===== src/rtl/nibcpu_pkg.sv =====
// Package: shared opcode, phase and address-select types for the nibble core.
// Assumes a 4-bit opcode held in the low nibble of the first instruction word.
package nibcpu_pkg;

    typedef enum logic [3:0] {
        OP_ZERO = 4'h0, OP_NOP  = 4'h1, OP_ROTL = 4'h2, OP_INV  = 4'h3,
        OP_ANDI = 4'h4, OP_ORI  = 4'h5, OP_ADDI = 4'h6, OP_LDI  = 4'h7,
        OP_BEZ  = 4'h8, OP_BGZ  = 4'h9, OP_LD   = 4'hA, OP_ST   = 4'hB,
        OP_ANDM = 4'hC, OP_ORM  = 4'hD, OP_ADDM = 4'hE, OP_SUBM = 4'hF
    } opcode_t;

    // One state per cycle slot of the longest instruction.
    typedef enum logic [2:0] {
        PH_OP_RQ   = 3'd0,  // strobe opcode read
        PH_OP_CAP  = 3'd1,  // capture opcode, strobe first operand read
        PH_N1      = 3'd2,  // capture operand 1 / execute plain ops
        PH_N2      = 3'd3,  // capture operand 2 / execute immediate ops
        PH_MEM_RQ  = 3'd4,  // data read or write strobe
        PH_MEM_CAP = 3'd5,  // capture data / load / branch decision
        PH_EXEC    = 3'd6   // execute memory ALU op
    } phase_t;

    typedef enum logic [1:0] {
        ASEL_PC   = 2'd0,
        ASEL_NEXT = 2'd1,
        ASEL_OPER = 2'd2
    } asel_t;

    function automatic logic is_plain(opcode_t op);
        return op[3:2] == 2'b00;
    endfunction

    function automatic logic is_imm(opcode_t op);
        return op[3:2] == 2'b01;
    endfunction

    function automatic logic is_addr(opcode_t op);
        return op[3];
    endfunction

    function automatic logic is_memalu(opcode_t op);
        return op[3:2] == 2'b11;
    endfunction

    function automatic logic is_branch(opcode_t op);
        return op[3:1] == 3'b100;
    endfunction

endpackage


===== src/rtl/nibcpu_alu.sv =====
// Module: combinational accumulator ALU.
// Computes the new accumulator value from the opcode, the accumulator and
// an operand nibble. Opcodes that do not compute pass the accumulator through.
module nibcpu_alu
    import nibcpu_pkg::*;
#(
    parameter int NIB_W = 4
) (
    input  opcode_t          op,
    input  logic [NIB_W-1:0] a,
    input  logic [NIB_W-1:0] b,
    output logic [NIB_W-1:0] y
);

    // Result selection by opcode.
    always_comb begin
        unique case (op)
            OP_ZERO:           y = '0;
            OP_ROTL:           y = {a[NIB_W-2:0], a[NIB_W-1]};
            OP_INV:            y = ~a;
            OP_ANDI, OP_ANDM:  y = a & b;
            OP_ORI,  OP_ORM:   y = a | b;
            OP_ADDI, OP_ADDM:  y = a + b;
            OP_LDI:            y = b;
            OP_SUBM:           y = a - b;
            default:           y = a;
        endcase
    end

    // Subtraction must wrap so that adding the operand back restores acc.
    always_comb begin
        assert_sub_wraps_R8: assert (op != OP_SUBM || NIB_W'(y + b) == a);
    end

endmodule


===== src/rtl/nibcpu_pc.sv =====
// Module: program counter register.
// Advances by one per captured instruction nibble and loads a branch target.
// Assumes inc and load are never requested in the same cycle.
module nibcpu_pc #(
    parameter int ADDR_W = 8
) (
    input  logic              clk,
    input  logic              rst_n,
    input  logic              inc,
    input  logic              load,
    input  logic [ADDR_W-1:0] target,
    output logic [ADDR_W-1:0] pc
);

    // Counter update: reset, branch load or nibble step.
    always_ff @(posedge clk) begin
        if (!rst_n)      pc <= '0;
        else if (load)   pc <= target;
        else if (inc)    pc <= pc + ADDR_W'(1);
    end

    // A branch load lands exactly on the requested target.
    assert_load_target_R9: assert property (@(posedge clk) disable iff (!rst_n)
        $past(load) |-> pc == $past(target));

    // A step moves by exactly one nibble, modulo the address width.
    assert_step_one_R4: assert property (@(posedge clk) disable iff (!rst_n)
        (inc && !load) |=> pc == $past(pc) + ADDR_W'(1));

endmodule


===== src/rtl/nibcpu_seq.sv =====
// Module: fetch/decode/execute sequencer.
// Walks one phase per cycle, captures the opcode and operand nibbles from the
// read bus, and produces bus strobes and datapath enables. Assumes read data
// is valid in the cycle after the strobe.
module nibcpu_seq
    import nibcpu_pkg::*;
#(
    parameter int NIB_W = 4
) (
    input  logic             clk,
    input  logic             rst_n,
    input  logic [NIB_W-1:0] rdata,
    output phase_t           phase_o,
    output opcode_t          ir_o,
    output logic [NIB_W-1:0] n1_o,
    output logic [NIB_W-1:0] n2_o,
    output logic [NIB_W-1:0] mdat_o,
    output logic             rd_o,
    output logic             wr_o,
    output logic             pc_inc_o,
    output logic             acc_we_o,
    output logic             ld_bus_o,
    output logic             br_slot_o,
    output asel_t            asel_o
);

    phase_t phase, phase_nxt;
    opcode_t ir;

    // Next phase: each class leaves at its own final slot.
    always_comb begin
        unique case (phase)
            PH_OP_RQ:   phase_nxt = PH_OP_CAP;
            PH_OP_CAP:  phase_nxt = PH_N1;
            PH_N1:      phase_nxt = is_plain(ir) ? PH_OP_RQ : PH_N2;
            PH_N2:      phase_nxt = is_imm(ir) ? PH_OP_RQ : PH_MEM_RQ;
            PH_MEM_RQ:  phase_nxt = PH_MEM_CAP;
            PH_MEM_CAP: phase_nxt = is_memalu(ir) ? PH_EXEC : PH_OP_RQ;
            default:    phase_nxt = PH_OP_RQ;
        endcase
    end

    // Phase register and nibble capture at the end of each capture slot.
    always_ff @(posedge clk) begin
        if (!rst_n) begin
            phase  <= PH_OP_RQ;
            ir     <= OP_ZERO;
            n1_o   <= '0;
            n2_o   <= '0;
            mdat_o <= '0;
        end else begin
            phase <= phase_nxt;
            if (phase == PH_OP_CAP)  ir     <= opcode_t'(rdata[3:0]);
            if (phase == PH_N1)      n1_o   <= rdata;
            if (phase == PH_N2)      n2_o   <= rdata;
            if (phase == PH_MEM_CAP) mdat_o <= rdata;
        end
    end

    // Bus strobes, counter step and accumulator enables per slot.
    always_comb begin
        rd_o      = (phase == PH_OP_RQ) || (phase == PH_OP_CAP)
                 || (phase == PH_N1 && is_addr(ir))
                 || (phase == PH_MEM_RQ && (ir == OP_LD || is_memalu(ir)));
        wr_o      = (phase == PH_MEM_RQ) && (ir == OP_ST);
        pc_inc_o  = (phase == PH_OP_CAP)
                 || (phase == PH_N1 && !is_plain(ir))
                 || (phase == PH_N2 && is_addr(ir));
        ld_bus_o  = (phase == PH_MEM_CAP) && (ir == OP_LD);
        acc_we_o  = (phase == PH_N1 && is_plain(ir))
                 || (phase == PH_N2 && is_imm(ir))
                 || ld_bus_o || (phase == PH_EXEC);
        br_slot_o = (phase == PH_MEM_CAP) && is_branch(ir);
        if (phase == PH_OP_RQ)       asel_o = ASEL_PC;
        else if (phase == PH_MEM_RQ) asel_o = ASEL_OPER;
        else                         asel_o = ASEL_NEXT;
    end

    assign phase_o = phase;
    assign ir_o    = ir;

    // The extra execute slot follows a data capture of a memory ALU op.
    assert_exec_after_data_R8: assert property (@(posedge clk) disable iff (!rst_n)
        (phase == PH_EXEC) |-> ($past(phase) == PH_MEM_CAP && is_memalu(ir)));

    // Plain instructions never reach the second operand slot.
    assert_plain_short_R3: assert property (@(posedge clk) disable iff (!rst_n)
        (phase == PH_N2) |-> ($past(phase) == PH_N1 && !is_plain(ir)));

    // Writes occur only in the data slot of a store.
    assert_write_store_only_R11: assert property (@(posedge clk) disable iff (!rst_n)
        wr_o |-> ($past(phase) == PH_N2 && ir == OP_ST));

endmodule


===== src/rtl/nibcpu_core.sv =====
// Module: top of the nibble-serial accumulator core.
// Holds the accumulator, chooses the bus address and ties the sequencer,
// ALU and program counter together. Assumes ADDR_W equals two nibbles.
module nibcpu_core
    import nibcpu_pkg::*;
#(
    parameter int NIB_W  = 4,
    parameter int ADDR_W = 8
) (
    input  logic              clk,
    input  logic              rst_n,
    output logic [ADDR_W-1:0] bus_addr,
    input  logic [NIB_W-1:0]  bus_rdata,
    output logic [NIB_W-1:0]  bus_wdata,
    output logic              bus_rd,
    output logic              bus_wr,
    output logic [NIB_W-1:0]  acc_q,
    output logic [ADDR_W-1:0] pc_q
);

    phase_t            phase;
    opcode_t           ir;
    asel_t             asel;
    logic [NIB_W-1:0]  n1, n2, mdat, alu_b, alu_y;
    logic              pc_inc, acc_we, ld_bus, br_slot, taken;
    logic [ADDR_W-1:0] oper_addr;

    nibcpu_seq #(.NIB_W(NIB_W)) u_seq (
        .clk       (clk),
        .rst_n     (rst_n),
        .rdata     (bus_rdata),
        .phase_o   (phase),
        .ir_o      (ir),
        .n1_o      (n1),
        .n2_o      (n2),
        .mdat_o    (mdat),
        .rd_o      (bus_rd),
        .wr_o      (bus_wr),
        .pc_inc_o  (pc_inc),
        .acc_we_o  (acc_we),
        .ld_bus_o  (ld_bus),
        .br_slot_o (br_slot),
        .asel_o    (asel)
    );

    // Operand source: data nibble in the execute slot, else first operand.
    assign alu_b = (phase == PH_EXEC) ? mdat : n1;

    nibcpu_alu #(.NIB_W(NIB_W)) u_alu (
        .op (ir),
        .a  (acc_q),
        .b  (alu_b),
        .y  (alu_y)
    );

    // Branch condition: zero test, or signed strictly-positive test.
    assign taken     = ir[0] ? (!acc_q[NIB_W-1] && acc_q != '0) : (acc_q == '0);
    assign oper_addr = {n1, n2};

    nibcpu_pc #(.ADDR_W(ADDR_W)) u_pc (
        .clk    (clk),
        .rst_n  (rst_n),
        .inc    (pc_inc),
        .load   (br_slot && taken),
        .target (oper_addr),
        .pc     (pc_q)
    );

    // Accumulator update at instruction completion.
    always_ff @(posedge clk) begin
        if (!rst_n)      acc_q <= '0;
        else if (acc_we) acc_q <= ld_bus ? bus_rdata : alu_y;
    end

    // Bus address choice per slot.
    always_comb begin
        unique case (asel)
            ASEL_PC:   bus_addr = pc_q;
            ASEL_OPER: bus_addr = oper_addr;
            default:   bus_addr = pc_q + ADDR_W'(1);
        endcase
    end

    assign bus_wdata = acc_q;

    // Read and write strobes never share a cycle.
    assert_strobes_exclusive_R11: assert property (@(posedge clk) disable iff (!rst_n)
        !(bus_rd && bus_wr));

    // The accumulator only changes as a new opcode fetch begins.
    assert_acc_at_boundary_R3: assert property (@(posedge clk) disable iff (!rst_n)
        (acc_q != $past(acc_q)) |-> phase == PH_OP_RQ);

    // A counter jump other than a step comes only from a branch decision.
    assert_jump_from_branch_R9: assert property (@(posedge clk) disable iff (!rst_n)
        (pc_q != $past(pc_q) && pc_q != $past(pc_q) + ADDR_W'(1))
            |-> ($past(phase) == PH_MEM_CAP && $past(ir[3:1]) == 3'b100));

    // A taken positive-test branch never sees a negative accumulator.
    assert_bgz_sign_R10: assert property (@(posedge clk) disable iff (!rst_n)
        ($past(br_slot) && $past(ir) == OP_BGZ && $past(acc_q[NIB_W-1]))
            |-> pc_q == $past(pc_q));

endmodule


===== config.mk =====
export PLATFORM = sky130hd
export DESIGN_NAME = nibcpu_core
export DESIGN_NICKNAME = d
export VERILOG_FILES = /design/src/rtl/nibcpu_pkg.sv /design/src/rtl/nibcpu_alu.sv /design/src/rtl/nibcpu_pc.sv /design/src/rtl/nibcpu_seq.sv /design/src/rtl/nibcpu_core.sv
export SDC_FILE = /design/constraint.sdc
export NUM_CORES = 1
export LEC_CHECK = 0
export BUFFER_PORTS_ARGS = -buffer_cell sky130_fd_sc_hd__buf_2
export CAP_MARGIN = 10
export CORE_MARGIN = 3
export CORE_UTILIZATION = 50
export DETAILED_ROUTE_END_ITERATION = 8
export GPL_ROUTABILITY_DRIVEN = 0
export PLACE_DENSITY_LB_ADDON = 0.1
export SYNTH_ARGS = -nofsm -noshare
export SYNTH_HDL_FRONTEND = slang
export SYNTH_SLANG_ARGS = --single-unit
export TNS_END_PERCENT = 30

===== constraint.sdc =====
create_clock -name clk -period 3.1 [get_ports clk]
set_input_delay 0.775 -clock clk [delete_from_list [all_inputs] [get_ports clk]]
set_output_delay 0.775 -clock clk [all_outputs]
set_load 0.1 [all_outputs]

==> metrics.cfg, run 1 <==
[placement]
dp.cells = 366
placed_cell_area_mm2 = 0.00252
place_ws_ns = 0.407
dp_hpwl_um = 4310
numPortBuffers = 31

[synthesis]
synth_largest_area_cell = dfxtp_1
avgSynthCellArea_um2 = 7.87
ys_seq_elements = 31
ys_top_cells_by_count = 37 x nor2_1, 31 x dfxtp_1, 25 x nand2_1
synth.distinct_cells = 59
synth-edff-count = 0
synthArstFlopShare_pct = 0
ys_seq_area_share_pct = 26.9
syn_inst = 293
syn_nets = 303
synth_most_common_cell = nor2_1
synth_area_leaders = dfxtp_1 27%, mux2i_1 8.7%, nor2_1 6.0%, a21oi_1 4.8%, nand2_1 4.1%
ys_warn_count = 0
synthFlopType = dfxtp_1
synth.top_cell.area_share_pct = 26.9
netlist_area_mm2 = 0.00230

[final_layout]
n_antenna_cell = 0
design_area_mm2 = 0.00261
final_cells = 374
syn_to_final_growth_pct = 13.0
drive_gt1_share_pct = 22.0
final_nets = 331

[die]
die_h_um = 73.9
die_x_um = 73.9
fp-row-count = 24
start_util_pct = 52.2
core_area_mm2 = 0.00441
dieArea_mm2 = 0.00546
io_pins = 32

[critical_path]
crit_slowest_cell = dfxtp_1
crit_path_max_fanout = 8
regToRegStartpoint = u_seq.phase_o[0]$_SDFF_PN0_
crit_top_cell = and3_1
regToRegEndpoint = acc_q[3]$_SDFFE_PN0P_
r2r_slack_ns = 0.49
crit_buf_inv = 1
startpoint_type = flop
path_delay_family = simple AND/OR/NAND/NOR gates
crit_type = reg -> out
crit_chain = and3_1 -> and3_1 -> nand3_1 -> a211o_1 -> a21oi_2 -> clkbuf_4
end_kind = output port
cp.required_ns = 2.32
slowest_delay_ns = 0.44
rr_worst_depth = 11
arrival_ns = 2.15

[global_route]
grt.overflow.total = 0
grt_use_total_pct = 24.0
grt_pass1_vias = 2035
grt_max_degree = 30
grt_antenna_before_repair = 0
grt_pass1_wl_um = 10000

[power]
p_leak_nw = 1.03
p_total_mw = 1.26
max-vdd-ir-drop_mv = 0.316
p_per_area_mw_per_mm2 = 483

[detailed_routing]
via_count = 2228
first_iter_violations = 184
totalWireLength_um = 6030
drtPass1Iterations = 5
drc = 0
routed_via_density = 5.96
post_drt_wl_per_cell_um = 16.1
ant_nets = 0

[clocking]
insertion_delay_ns = 0.29
ctsHoldBuffers = 0
clkTransAtPathRegs_ns = 0.07
numCtsBuffers = 5
cts-root-buf = clkbuf_8
post_cts_buffers = 0
h-tree-depth = 2
cts_tree = done
cts_resized = 0
clock_sinks = 31
clockBufferDepth = 2

[status]
status = complete, no violations

[min_path]
hold_depth = 2
min_from = u_seq.mdat_o[2]$_SDFFE_PN0P_
hold_end = u_seq.mdat_o[2]$_SDFFE_PN0P_
min_path_type = reg -> reg

[sta]
slew_violations = 0
min_period_ns = 2.93
relSlewSlack_pct = 37.9
finalHoldViolCount = 0
fin_ws_ns = 0.174
setup-violations-final = 0
grt_setup_unrepaired = no
worst_pin_slew_ns = 0.930
fin_skew_ns = 0.00325
fin_crit_sh_pct = 94.4
hold-worst-slack_ns = 0.493
max_freq_mhz = 342

[run]
cap_violations = 0

-- placed cells by master, fill, tap and decap left out, types with 9 or more instances in the layout --
cell	Yosys	final
nor2_1	37	37
dfxtp_1	31	31
buf_2	4	30
nand2_1	25	25
a21oi_1	22	20
mux2i_1	20	20
nand3_1	17	17
buf_4	4	13
o21ai_0	12	11
inv_1	9	9
-- power breakdown --
| group | switching [mW] | leakage [nW] | internal [mW] |
|---|---|---|---|
| Clock | 0.163 | 0.0477 | 0.154 |
| Combinational | 0.362 | 0.732 | 0.144 |
| Sequential | 0.0204 | 0.251 | 0.415 |
-- worst max path at each step --
stage / startpoint / endpoint / slack, ns / cells after the start
2_1_floorplan: u_pc.pc[0]$_SDFFE_PN0P_ / bus_addr[7] / -0.65 / 5
3_3_place_gp: u_pc.pc[0]$_SDFFE_PN0P_ / bus_addr[7] / 0.45 / 6
3_5_place_dp: u_pc.pc[2]$_SDFFE_PN0P_ / bus_addr[7] / 0.41 / 6
4_1_cts: u_pc.pc[2]$_SDFFE_PN0P_ / bus_addr[7] / 0.08 / 6
5_1_grt: u_pc.pc[0]$_SDFFE_PN0P_ / bus_addr[7] / 0.01 / 6
6_report: u_pc.pc[2]$_SDFFE_PN0P_ / bus_addr[7] / 0.17 / 6
-- logic make-up (layout without fill, tap and decap cells) --
group           after synthesis  count (layout)  share of synthesized area (%)
mux                          25              25                           11.7
fa+ha+maj                     7               7                           3.80
buf+inv                      33              62                           6.89
compound gates               73              73                           22.0
simple gates                114             114                           23.9
flops                        31              31                           26.9
xor+xnor                     10              10                           4.72
-- final cells by class --
type / count / area, µm²
Clock buffer: 5 / 68.8
Clock inverter: 3 / 15.0
Fill cell: 413 / 1810
Inverter: 10 / 37.5
Multi-Input combinational cell: 229 / 1540
Sequential cell: 31 / 621
Tap cell: 52 / 65.1
Timing Repair Buffer: 44 / 255
-- layer usage --
| metal | global-route usage, % | part of all wire (%) | up-vias | routed length [µm] |
|---|---|---|---|---|
| met1 | 31.6 | 46 | 1035 | 2770 |
| li1 | - | - | 1104 | - |
| met3 | 5.06 | 5.6 | 13 | 338 |
| met4 | 11.1 | 2.3 | 0 | 140 |
| met2 | 37.2 | 46 | 76 | 2780 |
| met5 | 0 | 0 | - | 0 |
-- worst register-to-register path, cell delays in order, from the launching register on --
cell and delay, ns:
dfxtp_1 0.31, and3b_1 0.23, mux2_2 0.39, o21a_1 0.13, xnor2_1 0.22, inv_1 0.07
ha_1 0.27, nand2_1 0.06, o21ai_2 0.14, xnor3_1 0.43, a2bb2oi_2 0.15, o311ai_2 0.09
-- state kept, by name, summed over array words and instances, names as in the netlist --
name	flops
acc_q	4
u_pc.pc	8
u_seq.ir_o	4
u_seq.mdat_o	4
u_seq.n1_o	4
u_seq.n2_o	4
u_seq.phase_o	3
-- through the flow --
stage,setup TNS (ns),util (%)
3_3_place_gp,0,57.1
2_1_floorplan,-2.75,-
4_1_cts,0,59.0
3_5_place_dp,0,57.1
5_1_grt,0,59.0
6_report,0,59.0
Note: power is estimated with default switching activity, not from simulation.
==> run 2: changes to the inputs <==
ABC_AREA = 1   (was not set)
==> run 2 against run 1 <==
Compared with the run above:
- setup slack got worse by 0.014 ns
- clock power is 8.2% lower
- fmax decreased by 0.49%
- critical path depth did not move
- global-route usage up 0.53 points
- cell count is 7.0% higher
==> metrics.cfg, run 2 <==
[status]
status = complete, no violations  ; unchanged

[synthesis]
ys_warn_count = 0  ; unchanged
netlist_area_mm2 = 0.00220  ; was 0.00230 mm²
synth-edff-count = 0  ; unchanged
syn_nets = 334  ; was 303
synthArstFlopShare_pct = 0  ; unchanged
synth_most_common_cell = nand2_1  ; was nor2_1
synthFlopType = dfxtp_1  ; unchanged
ys_top_cells_by_count = 69 x nand2_1, 46 x inv_1, 31 x dfxtp_1  ; was 37 x nor2_1, 31 x dfxtp_1, 25 x nand2_1
synth_area_leaders = dfxtp_1 28%, nand2_1 12%, inv_1 7.8%, o21ai_0 5.9%, a21oi_1 5.0%  ; was dfxtp_1 27%, mux2i_1 8.7%, nor2_1 6.0%, a21oi_1 4.8%, nand2_1 4.1%
synth_largest_area_cell = dfxtp_1  ; unchanged
synth.top_cell.area_share_pct = 28.2  ; was 26.9%
synth.distinct_cells = 42  ; was 59
syn_inst = 324  ; was 293
ys_seq_elements = 31  ; unchanged
ys_seq_area_share_pct = 28.2  ; was 26.9%
avgSynthCellArea_um2 = 6.80  ; was 7.87 µm²

[final_layout]
regMostFlops = u_pc.pc  ; unchanged
largest_reg_flops = 8  ; unchanged
mostFrequentLayoutCells = 69 x nand2_1, 46 x inv_1, 31 x dfxtp_1  ; was 37 x nor2_1, 31 x dfxtp_1, 30 x buf_2
n_antenna_cell = 0  ; unchanged
final_nets = 361  ; was 331
fillers = 409  ; was 413
drive_gt1_share_pct = 20.3  ; was 22.0%
layout_commonest_cell = nand2_1  ; was nor2_1
syn_to_final_growth_pct = 17.0  ; was 13.0%
post-route-util_pct = 62.6  ; was 59.0%

[critical_path]
crit_type = reg -> out  ; unchanged
cp.required_ns = 2.32  ; about the same
startpoint_type = flop  ; unchanged
crit_path_max_fanout = 10  ; was 8
arrival_ns = 2.17  ; was 2.15 ns
end_kind = output port  ; unchanged

[die]
die_x_um = 72.4  ; was 73.9 µm
fp-row-count = 23  ; was 24
start_util_pct = 53.5  ; was 52.2%
io_pins = 32  ; unchanged
dieArea_mm2 = 0.00524  ; was 0.00546 mm²
core_area_mm2 = 0.00412  ; was 0.00441 mm²
die_h_um = 72.4  ; was 73.9 µm

[sta]
fin_crit_sh_pct = 94.9  ; was 94.4%
hold-worst-slack_ns = 0.453  ; was 0.493 ns
slew_violations = 0  ; unchanged
min_period_ns = 2.94  ; was 2.93 ns
relSlewSlack_pct = 67.5  ; was 37.9%
max_freq_mhz = 340  ; was 342 MHz
grt_setup_unrepaired = no  ; unchanged
fin_skew_ns = 0.00263  ; was 0.00325 ns
fin_ws_ns = 0.159  ; was 0.174 ns
finalHoldViolCount = 0  ; unchanged
worst_pin_slew_ns = 0.491  ; was 0.930 ns
finalSetupTns_ns = 0  ; unchanged
setup-violations-final = 0  ; unchanged

[clocking]
ctsHoldBuffers = 0  ; unchanged
cts_tree = done  ; unchanged
clkTransAtPathRegs_ns = 0.06  ; was 0.07 ns
cts-root-buf = clkbuf_8  ; unchanged
numCtsBuffers = 5  ; unchanged
clock_sinks = 31  ; unchanged
clockBufferDepth = 2  ; unchanged
h-tree-depth = 2  ; unchanged
insertion_delay_ns = 0.28  ; was 0.29 ns

[power]
max-vdd-ir-drop_mv = 0.375  ; was 0.316 mV
p_leak_nw = 1.10  ; was 1.03 nW
p_total_mw = 1.33  ; was 1.26 mW
p_per_area_mw_per_mm2 = 514  ; was 483 mW/mm²

[global_route]
grt_use_total_pct = 24.5  ; was 24.0%
grt_pass1_vias = 2191  ; was 2035
grt.overflow.total = 0  ; unchanged
grt_antenna_before_repair = 0  ; unchanged
grt_max_degree = 25  ; was 30
grt_pass1_wl_um = 10100  ; was 10000 µm

[placement]
dp_hpwl_um = 4570  ; was 4310 µm
place_ws_ns = 0.408  ; was 0.407 ns
numPortBuffers = 31  ; unchanged

[detailed_routing]
ant_nets = 0  ; unchanged
drc = 0  ; unchanged
via_count = 2215  ; was 2228
post_drt_wl_per_cell_um = 14.6  ; was 16.1 µm
routed_via_density = 5.54  ; was 5.96
first_iter_violations = 168  ; was 184
drtPass1Iterations = 4  ; was 5
totalWireLength_um = 5850  ; was 6030 µm

[run]
cap_violations = 0  ; unchanged

[min_path]
min_path_type = reg -> reg  ; unchanged

run 2: cell count changes after synthesis, moves of 7 or more:
cell	change
nor2_1	-16
nand2_2	+7
nand2_1	+44
clkbuf_1	-9
inv_1	+37
o21ai_0	+14
a31oi_1	+8
mux2i_1	-20
run 2: worst max-delay path: stages, from the launching register on:
cell	delay, ns
dfxtp_1	0.38
nor2_2	0.21
inv_1	0.18
nor2_1	0.24
clkinvlp_4	0.30
o221ai_1	0.36
buf_12	0.22
run 2: worst paths after layout:
kind | start | end | slack (ns) | cells after the start
max | u_seq.phase_o[0]$_SDFF_PN0_ | bus_addr[7] | 0.16 | 6
min reg2reg | u_seq.mdat_o[2]$_SDFFE_PN0P_ | u_seq.mdat_o[2]$_SDFFE_PN0P_ | 0.45 | 2
min | u_seq.mdat_o[2]$_SDFFE_PN0P_ | u_seq.mdat_o[2]$_SDFFE_PN0P_ | 0.45 | 2
max reg2reg | u_seq.phase_o[2]$_SDFF_PN0_ | acc_q[2]$_SDFFE_PN0P_ | 0.43 | 12
run 2: timing repair:
action	CTS	global route
buffers inserted	0	0
gates resized for setup	0	5
setup endpoints to repair	0	7
run 2: cell type report:
cell class | count | area, µm² | area share [%]
Sequential cell | 31 | 621 | 24.1
Timing Repair Buffer | 32 | 300 | 11.7
Multi-Input combinational cell | 227 | 1310 | 51.0
Tap cell | 50 | 62.6 | 2.43
Clock buffer | 6 | 72.6 | 2.82
Inverter | 54 | 208 | 8.06
run 2: kinds of logic (layout without fill, tap and decap cells):
logic type | count (synthesis) | in the layout | synth area share, %
buf+inv | 66 | 92 | 13.6
simple gates | 132 | 132 | 29.5
xor+xnor | 9 | 9 | 3.58
compound gates | 82 | 82 | 22.4
fa+ha+maj | 4 | 4 | 2.61
flops | 31 | 31 | 28.2
run 2: metal layers:
| layer | GRT usage [%] | wire (µm) |
|---|---|---|
| met2 | 40.7 | 2790 |
| met4 | 11.7 | 146 |
| met5 | 0 | 0 |
| met3 | 3.74 | 359 |
| met1 | 30.8 | 2550 |
run 2: report_power, final:
group,total [mW],internal (mW),switching (mW)
Sequential,0.463,0.428,0.0350
Combinational,0.571,0.160,0.411
Clock,0.291,0.149,0.142
run 2: per-stage QoR:
stage / cell area (µm²) / cells
floorplan: 2220 / 324
global placement: 2480 / 394
detailed placement: 2480 / 394
CTS: 2560 / 400
global route: 2580 / 400
finish: 2580 / 400
==> run 3: changes to the inputs <==
CAP_MARGIN = not set   (was 10)
CORE_MARGIN = 5   (was 3)
==> run 3 against run 2 <==
Compared with the run above:
- register-to-register slack gained 0.12 ns
- via count is 0.41% higher
- utilization is 2.8 points lower
- design area grew 0.39%
- fmax fell by 0.41%
- power rose by 1.2%
- sequential power barely moved
- non-clock buffer count increased by 1
- worst hold slack improved by 0.0073 ns
- global-route usage down 3.3 points
- die area grew 11%
- largest cell class unchanged
- highest routed layer unchanged
==> metrics.cfg, run 3 (synthesis results as in run 2) <==
[detailed_routing]
totalWireLength_um = 6010  ; was 5850 µm
drc = 0  ; unchanged
drtPass1Iterations = 4  ; unchanged
first_iter_violations = 109  ; was 168
ant_nets = 0  ; unchanged
post_drt_wl_per_cell_um = 14.8  ; was 14.6 µm
via_count = 2224  ; was 2215
routed_via_density = 5.49  ; was 5.54

[clocking]
clkTransAtPathRegs_ns = 0.07  ; was 0.06 ns
cts_tree = done  ; unchanged
clock_sinks = 31  ; unchanged
h-tree-depth = 2  ; unchanged
post_cts_buffers = 0  ; unchanged
numCtsBuffers = 5  ; unchanged
cts-root-buf = clkbuf_8  ; unchanged
insertion_delay_ns = 0.28  ; about the same
clockBufferDepth = 2  ; unchanged

[min_path]
min_path_type = reg -> reg  ; unchanged
hold_depth = 2  ; unchanged

[die]
fp-row-count = 24  ; was 23
die_h_um = 76.4  ; was 72.4 µm
start_util_pct = 50.9  ; was 53.5%
io_pins = 32  ; unchanged
die_x_um = 76.4  ; was 72.4 µm
dieArea_mm2 = 0.00583  ; was 0.00524 mm²
core_area_mm2 = 0.00432  ; was 0.00412 mm²

[final_layout]
regMostFlops = u_pc.pc  ; unchanged
final_cells = 405  ; was 400
syn_to_final_growth_pct = 17.5  ; was 17.0%
layout_commonest_cell = nand2_1  ; unchanged
final_nets = 362  ; was 361
n_antenna_cell = 0  ; unchanged
mostFrequentLayoutCells = 69 x nand2_1, 46 x inv_1, 31 x dfxtp_1  ; unchanged
drive_gt1_share_pct = 20.1  ; was 20.3%
largest_reg_flops = 8  ; unchanged
post-route-util_pct = 59.8  ; was 62.6%

[global_route]
grt_pass1_wl_um = 10200  ; was 10100 µm
grt_max_degree = 25  ; unchanged
grt_pass1_vias = 2147  ; was 2191
grt.overflow.total = 0  ; unchanged
grt_antenna_before_repair = 0  ; unchanged
grt_use_total_pct = 21.2  ; was 24.5%

[critical_path]
crit_slowest_cell = dfxtp_1  ; unchanged
crit_top_cell = nor2_1
end_kind = output port  ; unchanged
cp.required_ns = 2.32  ; about the same
crit_path_max_fanout = 10  ; unchanged
arrival_ns = 2.18  ; was 2.17 ns
crit_type = reg -> out  ; unchanged
crit_start = u_seq.phase_o[1]$_SDFF_PN0_  ; was u_seq.phase_o[0]$_SDFF_PN0_
slowest_delay_ns = 0.42  ; was 0.38 ns
startpoint_type = flop  ; unchanged
rr_worst_depth = 12  ; unchanged
crit_chain = nor2_1 -> inv_1 -> nor2_1 -> clkinv_1 -> o211ai_1 -> buf_12  ; was nor2_2 -> inv_1 -> nor2_1 -> clkinvlp_4 -> o221ai_1 -> buf_12
regToRegEndpoint = acc_q[2]$_SDFFE_PN0P_  ; unchanged
regToRegStartpoint = u_seq.phase_o[1]$_SDFF_PN0_  ; was u_seq.phase_o[2]$_SDFF_PN0_
critical_path.endpoint = bus_addr[1]  ; was bus_addr[7]
r2r_slack_ns = 0.55  ; was 0.43 ns

[power]
max-vdd-ir-drop_mv = 0.444  ; was 0.375 mV
p_per_area_mw_per_mm2 = 518  ; was 514 mW/mm²
p_leak_nw = 1.11  ; was 1.10 nW

[placement]
dp.cells = 397  ; was 394
numPortBuffers = 31  ; unchanged
dp_hpwl_um = 4570  ; about the same

[sta]
max_freq_mhz = 339  ; was 340 MHz
finalSetupTns_ns = 0  ; unchanged
finalHoldViolCount = 0  ; unchanged
min_period_ns = 2.95  ; was 2.94 ns
worst_pin_slew_ns = 0.492  ; was 0.491 ns
relSlewSlack_pct = 67.4  ; was 67.5%
grt_setup_unrepaired = no  ; unchanged
fin_crit_sh_pct = 95.3  ; was 94.9%
setup-violations-final = 0  ; unchanged
slew_violations = 0  ; unchanged
fin_skew_ns = 0.00553  ; was 0.00263 ns

[status]
status = complete, no violations  ; unchanged

[run]
cap_violations = 0  ; unchanged

==> run 3: area by class of cell <==
type,instances,area (µm²)
Clock buffer,7,76.3
Timing Repair Buffer,33,305
Fill cell,429,1740
Tap cell,52,65.1
Clock inverter,1,5.00
Inverter,54,204
Multi-Input combinational cell,227,1310
Sequential cell,31,621
==> run 3: repair_timing <==
item	in CTS	in global routing
endpoints found under the hold margin	0	0
endpoints found under the setup margin	0	1
gates resized for setup	0	2
hold buffers	0	0
==> run 3: per-stage QoR <==
step                power, mW  setup slack, ns  area, µm²  hold WS (ns)
floorplan               0.900           -0.475       2220         0.429
global placement         1.04            0.525       2490         0.450
detailed placement       1.04            0.491       2490         0.451
CTS                      1.35            0.151       2570         0.463
global route             1.42         0.000752       2590         0.500
finish                   1.34            0.147       2590         0.461
==> run 3: how the worst min path moves through the flow <==
stage | startpoint | slack (ns) | to
6_report | u_seq.mdat_o[2]$_SDFFE_PN0P_ | 0.46 | u_seq.mdat_o[2]$_SDFFE_PN0P_
5_1_grt | u_seq.mdat_o[2]$_SDFFE_PN0P_ | 0.50 | u_seq.mdat_o[2]$_SDFFE_PN0P_
4_1_cts | u_seq.mdat_o[2]$_SDFFE_PN0P_ | 0.46 | u_seq.mdat_o[2]$_SDFFE_PN0P_
3_5_place_dp | u_seq.mdat_o[2]$_SDFFE_PN0P_ | 0.45 | u_seq.mdat_o[2]$_SDFFE_PN0P_
3_3_place_gp | u_seq.mdat_o[2]$_SDFFE_PN0P_ | 0.45 | u_seq.mdat_o[2]$_SDFFE_PN0P_
2_1_floorplan | u_seq.mdat_o[1]$_SDFFE_PN0P_ | 0.43 | u_seq.mdat_o[1]$_SDFFE_PN0P_
==> run 3: power by group <==
group	switching (mW)	internal (mW)
registers	0.0364	0.428
clock network	0.150	0.157
logic	0.409	0.161
==> run 3: metal layers <==
| metal | vias up | global-route usage, % | routed length (µm) |
|---|---|---|---|
| li1 | 1125 | - | - |
| met1 | 1018 | 27.1 | 2670 |
| met2 | 66 | 35.3 | 2940 |
| met3 | 15 | 3.43 | 261 |
| met4 | 0 | 8.39 | 137 |
| met5 | - | 0 | 0 |
==> run 3: critical path: cells and delay by family, from the launching register on <==
| family | cells | cell delay (ns) |
|---|---|---|
| AOI/OAI and AO/OA | 1 | 0.40 |
| and+or+nand+nor | 2 | 0.35 |
| DFF | 1 | 0.42 |
| buffers and inverters | 3 | 0.72 |
